==> src/rtl/ptrf_pkg.sv <==
package ptrf_pkg;

   typedef enum logic [2:0] {
      OP_NONE  = 3'd0,
      OP_INC   = 3'd1,
      OP_DEC   = 3'd2,
      OP_FETCH = 3'd3,
      OP_LDLO  = 3'd4,
      OP_LDHI  = 3'd5
   } ptr_op_e;

   function automatic logic op_legal(input logic [2:0] code);
      return (code >= 3'd1) && (code <= 3'd5);
   endfunction

endpackage

==> src/rtl/ptrf_incdec.sv <==
module ptrf_incdec #(
   parameter int DW        = 16,
   parameter int INC_STYLE = 0
) (
   input  logic [DW-1:0] a,
   input  logic          down,
   output logic [DW-1:0] y
);

   if (DW < 2) begin : g_bad_width
      $error("ptrf_incdec: DW must be at least 2");
   end

   if (INC_STYLE == 0) begin : g_split
      // separate +1 / -1 paths, selected at the output
      always_comb y = down ? (a - DW'(1)) : (a + DW'(1));
   end else begin : g_single
      // one adder, operand is +1 or all ones
      logic [DW-1:0] step;
      always_comb begin
         step = down ? {DW{1'b1}} : DW'(1);
         y    = a + step;
      end
   end

endmodule

==> src/rtl/ptrf_bank.sv <==
module ptrf_bank #(
   parameter int NREG = 16,
   parameter int DW   = 16,
   localparam int SELW = $clog2(NREG)
) (
   input  logic            clk,
   input  logic            rst_n,
   input  logic            we,
   input  logic [SELW-1:0] sel,
   input  logic [DW-1:0]   wdata,
   output logic [DW-1:0]   rdata
);

   if (NREG != (1 << SELW)) begin : g_bad_depth
      $error("ptrf_bank: NREG must be a power of two");
   end

   logic [DW-1:0] regs [NREG];

   for (genvar i = 0; i < NREG; i++) begin : g_reg
      always_ff @(posedge clk or negedge rst_n) begin
         if (!rst_n)
            regs[i] <= '0;
         else if (we && (sel == SELW'(i)))
            regs[i] <= wdata;
      end
   end

   assign rdata = regs[sel];

endmodule

==> src/rtl/ptrf_seq.sv <==
module ptrf_seq
   import ptrf_pkg::*;
#(
   parameter int NREG   = 16,
   parameter int BW     = 8,
   parameter int PH_LEN = 8,
   localparam int SELW = $clog2(NREG),
   localparam int CW   = $clog2(PH_LEN)
) (
   input  logic            clk,
   input  logic            rst_n,
   input  logic            cmd_valid,
   input  logic [2:0]      cmd_op,
   input  logic [SELW-1:0] cmd_sel,
   input  logic [BW-1:0]   load_data,
   output logic            busy,
   output logic            done,
   output logic            reg_we,
   output logic            acc_we,
   output ptr_op_e         op_q,
   output logic [SELW-1:0] sel_q,
   output logic [BW-1:0]   ld_q
);

   if (PH_LEN < 2) begin : g_bad_phase
      $error("ptrf_seq: PH_LEN must be at least 2");
   end

   logic [CW-1:0] slot;
   logic [1:0]    ph;
   logic          slot_end;
   logic [1:0]    last_ph;
   logic          accept;

   assign slot_end = (slot == CW'(PH_LEN - 1));
   assign last_ph  = (op_q == OP_FETCH) ? 2'd2 : 2'd1;
   assign accept   = cmd_valid && !busy && slot_end && op_legal(cmd_op);

   always_ff @(posedge clk or negedge rst_n) begin
      if (!rst_n) begin
         slot  <= '0;
         ph    <= '0;
         busy  <= 1'b0;
         op_q  <= OP_NONE;
         sel_q <= '0;
         ld_q  <= '0;
      end else begin
         slot <= slot_end ? '0 : slot + 1'b1;
         if (accept) begin
            busy  <= 1'b1;
            ph    <= '0;
            op_q  <= ptr_op_e'(cmd_op);
            sel_q <= cmd_sel;
            ld_q  <= load_data;
         end else if (busy && slot_end) begin
            if (ph == last_ph)
               busy <= 1'b0;
            else
               ph <= ph + 2'd1;
         end
      end
   end

   // every command writes its register at the close of its second phase
   assign reg_we = busy && slot_end && (ph == 2'd1);
   assign acc_we = reg_we && (op_q == OP_FETCH);
   assign done   = busy && slot_end && (ph == last_ph);

endmodule

==> src/rtl/ptr_file_seq.sv <==
module ptr_file_seq
   import ptrf_pkg::*;
#(
   parameter int NREG      = 16,
   parameter int DW        = 16,
   parameter int BW        = 8,
   parameter int PH_LEN    = 8,
   parameter int INC_STYLE = 0
) (
   input  logic                    clk,
   input  logic                    rst_n,
   input  logic                    cmd_valid,
   input  logic [2:0]              cmd_op,
   input  logic [$clog2(NREG)-1:0] cmd_sel,
   input  logic [BW-1:0]           load_data,
   input  logic [BW-1:0]           mem_rdata,
   output logic [DW-1:0]           mem_addr,
   output logic [BW-1:0]           acc,
   output logic                    busy,
   output logic                    done
);

   localparam int SELW = $clog2(NREG);

   if (DW != 2 * BW) begin : g_bad_split
      $error("ptr_file_seq: DW must be twice BW");
   end

   logic            reg_we;
   logic            acc_we;
   ptr_op_e         op_q;
   logic [SELW-1:0] sel_q;
   logic [BW-1:0]   ld_q;
   logic [DW-1:0]   rd;
   logic [DW-1:0]   step_y;
   logic [DW-1:0]   wdata;

   ptrf_seq #(.NREG(NREG), .BW(BW), .PH_LEN(PH_LEN)) u_seq (
      .clk(clk), .rst_n(rst_n), .cmd_valid(cmd_valid), .cmd_op(cmd_op),
      .cmd_sel(cmd_sel), .load_data(load_data), .busy(busy), .done(done),
      .reg_we(reg_we), .acc_we(acc_we), .op_q(op_q), .sel_q(sel_q), .ld_q(ld_q)
   );

   ptrf_bank #(.NREG(NREG), .DW(DW)) u_bank (
      .clk(clk), .rst_n(rst_n), .we(reg_we), .sel(sel_q),
      .wdata(wdata), .rdata(rd)
   );

   ptrf_incdec #(.DW(DW), .INC_STYLE(INC_STYLE)) u_step (
      .a(rd), .down(op_q == OP_DEC), .y(step_y)
   );

   always_comb begin
      case (op_q)
         OP_LDLO: wdata = {rd[DW-1:BW], ld_q};
         OP_LDHI: wdata = {ld_q, rd[BW-1:0]};
         default: wdata = step_y;
      endcase
   end

   always_ff @(posedge clk or negedge rst_n) begin
      if (!rst_n)
         acc <= '0;
      else if (acc_we)
         acc <= mem_rdata;
   end

   assign mem_addr = rd;

endmodule

==> config.mk <==
export PLATFORM = sky130hd
export DESIGN_NAME = ptr_file_seq
export DESIGN_NICKNAME = d
export VERILOG_FILES = /design/src/rtl/ptrf_pkg.sv /design/src/rtl/ptrf_incdec.sv /design/src/rtl/ptrf_bank.sv /design/src/rtl/ptrf_seq.sv /design/src/rtl/ptr_file_seq.sv
export SDC_FILE = /design/constraint.sdc
export NUM_CORES = 1
export LEC_CHECK = 0
export BUFFER_PORTS_ARGS = -buffer_cell sky130_fd_sc_hd__buf_2
export CELL_PAD_IN_SITES_DETAIL_PLACEMENT = 0
export CELL_PAD_IN_SITES_GLOBAL_PLACEMENT = 1
export CORE_MARGIN = 1.5
export CORE_UTILIZATION = 46
export CTS_CLUSTER_DIAMETER = 80
export DETAILED_ROUTE_END_ITERATION = 8
export GPL_TIMING_DRIVEN = 0
export HOLD_SLACK_MARGIN = 0.06
export PLACE_DENSITY = 0.76
export REMOVE_ABC_BUFFERS = 1
export SYNTH_ARGS = -nofsm -noshare
export SYNTH_HDL_FRONTEND = slang
export SYNTH_SLANG_ARGS = --single-unit
export TNS_END_PERCENT = 20
==> constraint.sdc <==
create_clock -name clk -period 4.75 [get_ports clk]
set_clock_uncertainty 0.05 [all_clocks]
set_input_delay 0.475 -clock clk [delete_from_list [all_inputs] [get_ports clk]]
set_output_delay 0.475 -clock clk [all_outputs]
set_load 0.01 [all_outputs]
# ---- After elaboration in Yosys (flattened, before gate mapping)
# Cells that the tools add are included.
dict set report op_classes {
  n_reduce_logical 30
  n_mux 13
  bitwise 1
  eq_ne 23
  add_sub_neg 4
  magnitude_cmp 3
}
# op n
set op_table {}
lappend op_table {{$bmux 16 s4} 1}
lappend op_table {{$mux 16} 3}
lappend op_table {{$eq 4x4->1 const B} 8}
lappend op_table {{$pmux 16 s2} 1}
lappend op_table {{$logic_and 1x1->1} 24}
lappend op_table {{$add 16x1->16 const B} 1}
lappend op_table {{$eq 4x3->1 const B} 4}
lappend op_table {{$sub 16x1->16 const B} 1}
lappend op_table {{$eq 3x3->1 const B} 3}
lappend op_table {{$eq 4x2->1 const B} 2}
lappend op_table {{$mux 2} 4}
lappend op_table {{$eq 3x2->1 const B} 2}
lappend op_table {{$ge 5x5->1 const B} 1}
lappend op_table {{$not 4->5} 1}
lappend op_table {{$eq 4x1->1 const B} 1}
lappend op_table {{$logic_not 4->1} 1}
lappend op_table {{$reduce_and 2->1} 2}
lappend op_table {{$reduce_bool 2->1} 2}
lappend op_table {{$add 3x1->3 const B} 1}
lappend op_table {{$ge 3x1->1 const B} 1}
lappend op_table {{$le 3x3->1 const B} 1}
lappend op_table {{$mux 1} 3}
lappend op_table {{$mux 3} 1}
lappend op_table {{$add 2x1->2 const B} 1}
lappend op_table {{4 further kinds} 4}
dict set report totals {
  register_bits 285
  inputBits 26
  wordCells 97
  out_inout_bits 26
}

# ---- Depth between registers and ports, before layout
dict set report depth {
  word_depth 7
  mapped_depth 17
  ltp_nobuf 13
}

# ---- Hierarchy
# A second synthesis with hierarchy kept.
dict set report unflattened {
  hier_cells 927
  area_unflattened_um2 14069.7
}
# module instances cells_per_inst seq_area_each_um2 area_each_um2
set by_module_without_submodules {}
lappend by_module_without_submodules {ptrf_bank 1 712 6406.1 11614.9}
lappend by_module_without_submodules {ptrf_seq 1 62 525.5 933.4}
lappend by_module_without_submodules {ptr_file_seq 1 55 200.2 783.3}
lappend by_module_without_submodules {ptrf_incdec 1 98 0.0 738.2}

# ---- Worst setup path after synthesis
# No wires, ideal clock.
dict set report synth_path {
  kind {register to register}
  startpoint {register u_seq.sel_q[0]}
  endpoint {register u_bank.regs[255] in the netlist's numbering}
  setup_time_ps 125
  path_buffers 5
  slack_ps 235
  path_stages_with_launch 16
  arrival_time_ps 4340
  synth_period_minus_slack_ps 4515
  required_time_ps 4575
  path_cell_list {dfrtp_1 -> buf_6 -> buf_4 -> buf_4 -> buf_2 -> mux4_2 -> mux4_2 -> ha_1 -> a21oi_1 -> o21a_1 -> and4_1 -> o21ai_1 -> o311a_1 -> a211o_1 -> buf_6 -> mux2_2}
}
dict set report synth_between {
  elab_chain_len 7
  word_cells_on_any_way 10
  cone_classes {add/sub (2); mux (5); bitwise (1); reduce/logical (2)}
}
# item line_no
set synth_rtl {}
lappend synth_rtl {{start: declaration} ptrf_seq.sv:21} ;# output logic [SELW-1:0] sel_q,
lappend synth_rtl {{start signal: assignment} ptrf_seq.sv:53} ;# sel_q <= cmd_sel;
lappend synth_rtl {{$not 4->5 (implied by the code) (*)} ptrf_bank.sv:29} ;# assign rdata = regs[sel];
lappend synth_rtl {{$bmux 16 s4 (*)} ptrf_bank.sv:29}
lappend synth_rtl {{$mux 16 (implied by the code) (*) (2 in a row)} ptrf_bank.sv:29}
lappend synth_rtl {{named net mem_addr[6]} ptr_file_seq.sv:17} ;# output logic [DW-1:0] mem_addr,
lappend synth_rtl {{$add 16x1->16 or $sub 16x1->16 (tied branches)} ptrf_incdec.sv:16} ;# always_comb y = down ? (a - DW'(1)) : (a + DW'(1));
lappend synth_rtl {{$mux 16 (*)} ptrf_incdec.sv:16}
lappend synth_rtl {{$pmux 16 s2 (*)} ptr_file_seq.sv:54} ;# case (op_q)
lappend synth_rtl {{end signal: indexed assignment} ptrf_bank.sv:25} ;# regs[i] <= wdata;
lappend synth_rtl {{end: declaration} ptrf_bank.sv:18} ;# logic [DW-1:0] regs [NREG];
# The timed path passes the listed nets; every way through them passes the cells marked *. The select of a mux whose other input is x is not followed.
# A chain may end at the register's enable or synchronous reset.

# ---- Final worst setup path
dict set report layout_path {
  startpoint {register u_seq.sel_q[1]}
  endpoint {register u_bank.regs[223] in the netlist's numbering}
}
dict set report layout_between {
  elab_chain_len 7
  word_cells_on_any_way 10
  cone_classes {add/sub (2); eq/ne (1); mux (5); bitwise (1); reduce/logical (1)}
}
# item line_no
set layout_rtl {}
lappend layout_rtl {{$not 4->5 (implied by the code)} ptrf_bank.sv:29}
lappend layout_rtl {{$bmux 16 s4} ptrf_bank.sv:29}
lappend layout_rtl {{$mux 16 (implied by the code) (2 in a row)} ptrf_bank.sv:29}
lappend layout_rtl {{$add 16x1->16 or $sub 16x1->16 (tied branches)} ptrf_incdec.sv:16}
lappend layout_rtl {{$mux 16} ptrf_incdec.sv:16}
lappend layout_rtl {{$pmux 16 s2} ptr_file_seq.sv:54}
# Parallel ways exist; a longest one is shown, timed or not. The select of a mux whose other input is x is not followed.

==> results_dict.tcl <==
set metrics [dict create \
    status "finished clean" \
    min_period_ns 4.55 \
    cp.required_ns 5.12 \
    htreeDepth 1 \
    postRouteAntennaNets 0 \
    worst_slew_margin_rel_pct 8.07 \
    period_share_pct 95.8 \
    rows 62 \
    ios 52 \
    max_freq_mhz 220 \
    dp_hpwl_um 19600 \
    synth_cells 1164 \
    route.detailed.drc 0 \
    place_area_um2 14000 \
    crit_type "reg -> reg" \
    synth_edf_count 0 \
    avgSynthCellArea_um2 11.6 \
    grt_pass1_vias 8738 \
    first_iter_violations 601 \
    clk_pin_slew_ns 0.06 \
    synth-compound-area-share_pct 10.2 \
    grt.total_usage_pct 22.4 \
    start_util_pct 46.8 \
    setup_violations 0 \
    yosys-top-cells-count "285 x dfrtp_1, 186 x nand2_1, 89 x mux2_2" \
    clock_latency_ns 0.56 \
    wl_met3_um 1430 \
    die-area_um2 30300 \
    root_buffer "clkbuf_16" \
    hold_ws_ns 0.0750 \
    top_layer_used "met4" \
    power_leakage_nw 7.04 \
    synth_top_area_share_pct 52.9 \
    rsz0062_at_grt "no" \
    critPathCaptureType "register" \
    drv_slew 0 \
    syn_area_um2 13500 \
    avgViaCountPerCell 5.62 \
    cts_made_buffers 29 \
    antenna_found_initial 0 \
    overflow 0 \
    firstDrtPassIters 5 \
    worstHoldPathType "in -> reg" \
    grt_pass1_wl_um 51800 \
    synthTopCellsByArea "dfrtp_1 53%, mux4_2 13%, mux2_2 7.4%" \
    drive_above_1_share_pct 25.5 \
    async_reset_ff_share_pct 100 \
    synth-simple-area-share_pct 9.32 \
    wl_per_cell_um 20.7 \
    design_area_um2 15300 \
    p_per_area_nw_per_um2 406 \
    yosysMostFrequentCell "dfrtp_1" \
    gp_congestion 0.893 \
    core_um2 28800 \
    die_w_um 174 \
    wl_met1_um 15900 \
    worst-path-max-fanout 36 \
    cts_max_path_buffers 3 \
    wl_um 32700 \
    synth-adder-area-share_pct 1.73 \
    r2r_cells 11 \
    clock-sinks 285 \
    final_nets 1221 \
    antenna_cells 0 \
    synth_warnings 0 \
    synth-seq-cells 285 \
    synth.yosys.seq_area_share_pct 52.9 \
    irDropWorstVdd_uv 263 \
    hold_depth 3 \
    fp.dieH_um 174 \
    cts_tree "built" \
    area_delta_synth_final_pct 13.4 \
    tightest_slew_ns 1.38 \
    synth-xor-area-share_pct 0.780 \
    num_vias 8893 \
    grt_max_degree 123 \
    place.port_buffers 51 \
    dr_wl_met2_um 14700 \
    yosys_most_used_dff "dfrtp_1" \
    start_kind "register" \
    synth_top_family_by_area "multiplexers" \
    synth_cell_type_count 50 \
    synth.area.mux_share_pct 22.0 \
    hold_viol_final 0 \
    cp.arrival_ns 4.93 \
    fillers 2491 \
    synth_top_area_cell "dfrtp_1" \
    drv_cap 0 \
]
power breakdown:
group / internal, mW / leakage [nW] / switching (mW)
Combinational: 0.450 / 2.63 / 0.717
Clock: 1.39 / 0.489 / 0.958
Sequential: 2.55 / 3.93 / 0.142
Total: 4.39 / 7.04 / 1.82
logic make-up after synthesis:
group	after synthesis
and+or+nand+nor	308
DFF	285
AOI/OAI and AO/OA	253
muxes	190
buffers and inverters	98
adders and majority gates	18
xor gates and xnor gates	12
cells in the final DEF, fill, tap and decap left out, types with 5 or more instances in the layout:
cell type | netlist | final
xor2_1 | 5 | 5
nand4_1 | 5 | 5
clkinv_2 | 0 | 7
nor3_1 | 5 | 5
nor2b_1 | 7 | 6
o21ai_1 | 49 | 44
mux2_2 | 89 | 89
clkbuf_8 | 0 | 7
a21oi_1 | 82 | 78
buf_16 | 0 | 6
inv_1 | 11 | 10
nand2_1 | 186 | 186
o21ai_0 | 87 | 86
clkbuf_16 | 0 | 29
mux4_2 | 76 | 76
clkbuf_1 | 66 | 6
buf_2 | 11 | 50
dfrtp_1 | 285 | 280
buf_12 | 0 | 5
mux2i_1 | 23 | 23
nand3_1 | 9 | 7
ha_1 | 17 | 17
xnor2_1 | 7 | 7
nor2_1 | 78 | 78
registers in the layout, indices dropped and copies added, names as in the netlist:
signal / cells
acc: 8
u_bank.regs: 256
u_seq.busy: 1
u_seq.ld_q: 8
u_seq.op_q: 3
u_seq.ph: 2
u_seq.sel_q: 4
u_seq.slot: 3
metal layers:
metal,global-route usage (%),vias to the layer above
li1,-,4186
met3,2.54,50
met2,34.3,185
met5,0,-
met1,34.5,4472
met4,4.78,0
cell type report:
class	count	area, µm²	share of cell area [%]
repair buffers	69	597	3.91
clock inverters	11	134	0.876
clock buffers	42	845	5.53
multi-input cells	781	6030	39.5
well taps	384	480	3.14
inverters	11	45.0	0.295
flip-flops and latches	285	7140	46.8
worst max-delay path, stage by stage (launching register included):
cell	delay, ns
dfrtp_4	0.65
buf_12	0.28
mux4_2	0.35
mux4_2	0.56
ha_1	0.38
a21oi_1	0.29
o21a_1	0.23
and4_1	0.25
o21ai_1	0.13
o311a_1	0.37
a211o_1	0.48
mux2_2	0.35
repair_timing:
item,CTS,global route
resized for setup,11,7
cloned,0,0
pin swaps,1,1
hold buffers,1,0
setup buffers,5,2
setup endpoints to repair,176,108
hold endpoints to repair,47,0
path summary, 6_finish.rpt:
path | from | to | slack (ns)
setup / recovery | u_seq.sel_q[1]$_DFFE_PN0P_ | u_bank.regs[223]$_DFFE_PN0P_ | 0.20
hold / removal | cmd_sel[2] | u_seq.sel_q[2]$_DFFE_PN0P_ | 0.07
setup reg to reg | u_seq.sel_q[1]$_DFFE_PN0P_ | u_bank.regs[223]$_DFFE_PN0P_ | 0.20
hold reg to reg | u_seq.slot[0]$_DFF_PN0_ | u_seq.slot[0]$_DFF_PN0_ | 0.38
max in group asynchronous | rst_n | u_bank.regs[111]$_DFFE_PN0P_ | 3.27
min in group asynchronous | rst_n | u_bank.regs[180]$_DFFE_PN0P_ | 0.39
stage by stage:
stage	utilization (%)	setup slack (ns)	std cells	setup TNS [ns]	total power [mW]
3_5_place_dp	48.8	-1.18	1520	-81.78	3.81
4_1_cts	52.7	0.0524	1579	0	6.23
2_1_floorplan	-	-1.65	1077	-274.33	3.42
5_1_grt	53.1	0.000642	1583	0	6.48
6_report	53.1	0.198	1583	0	6.21
3_3_place_gp	48.1	-3.90	1512	-1394.24	3.78
(Power assumes the default switching activity.)
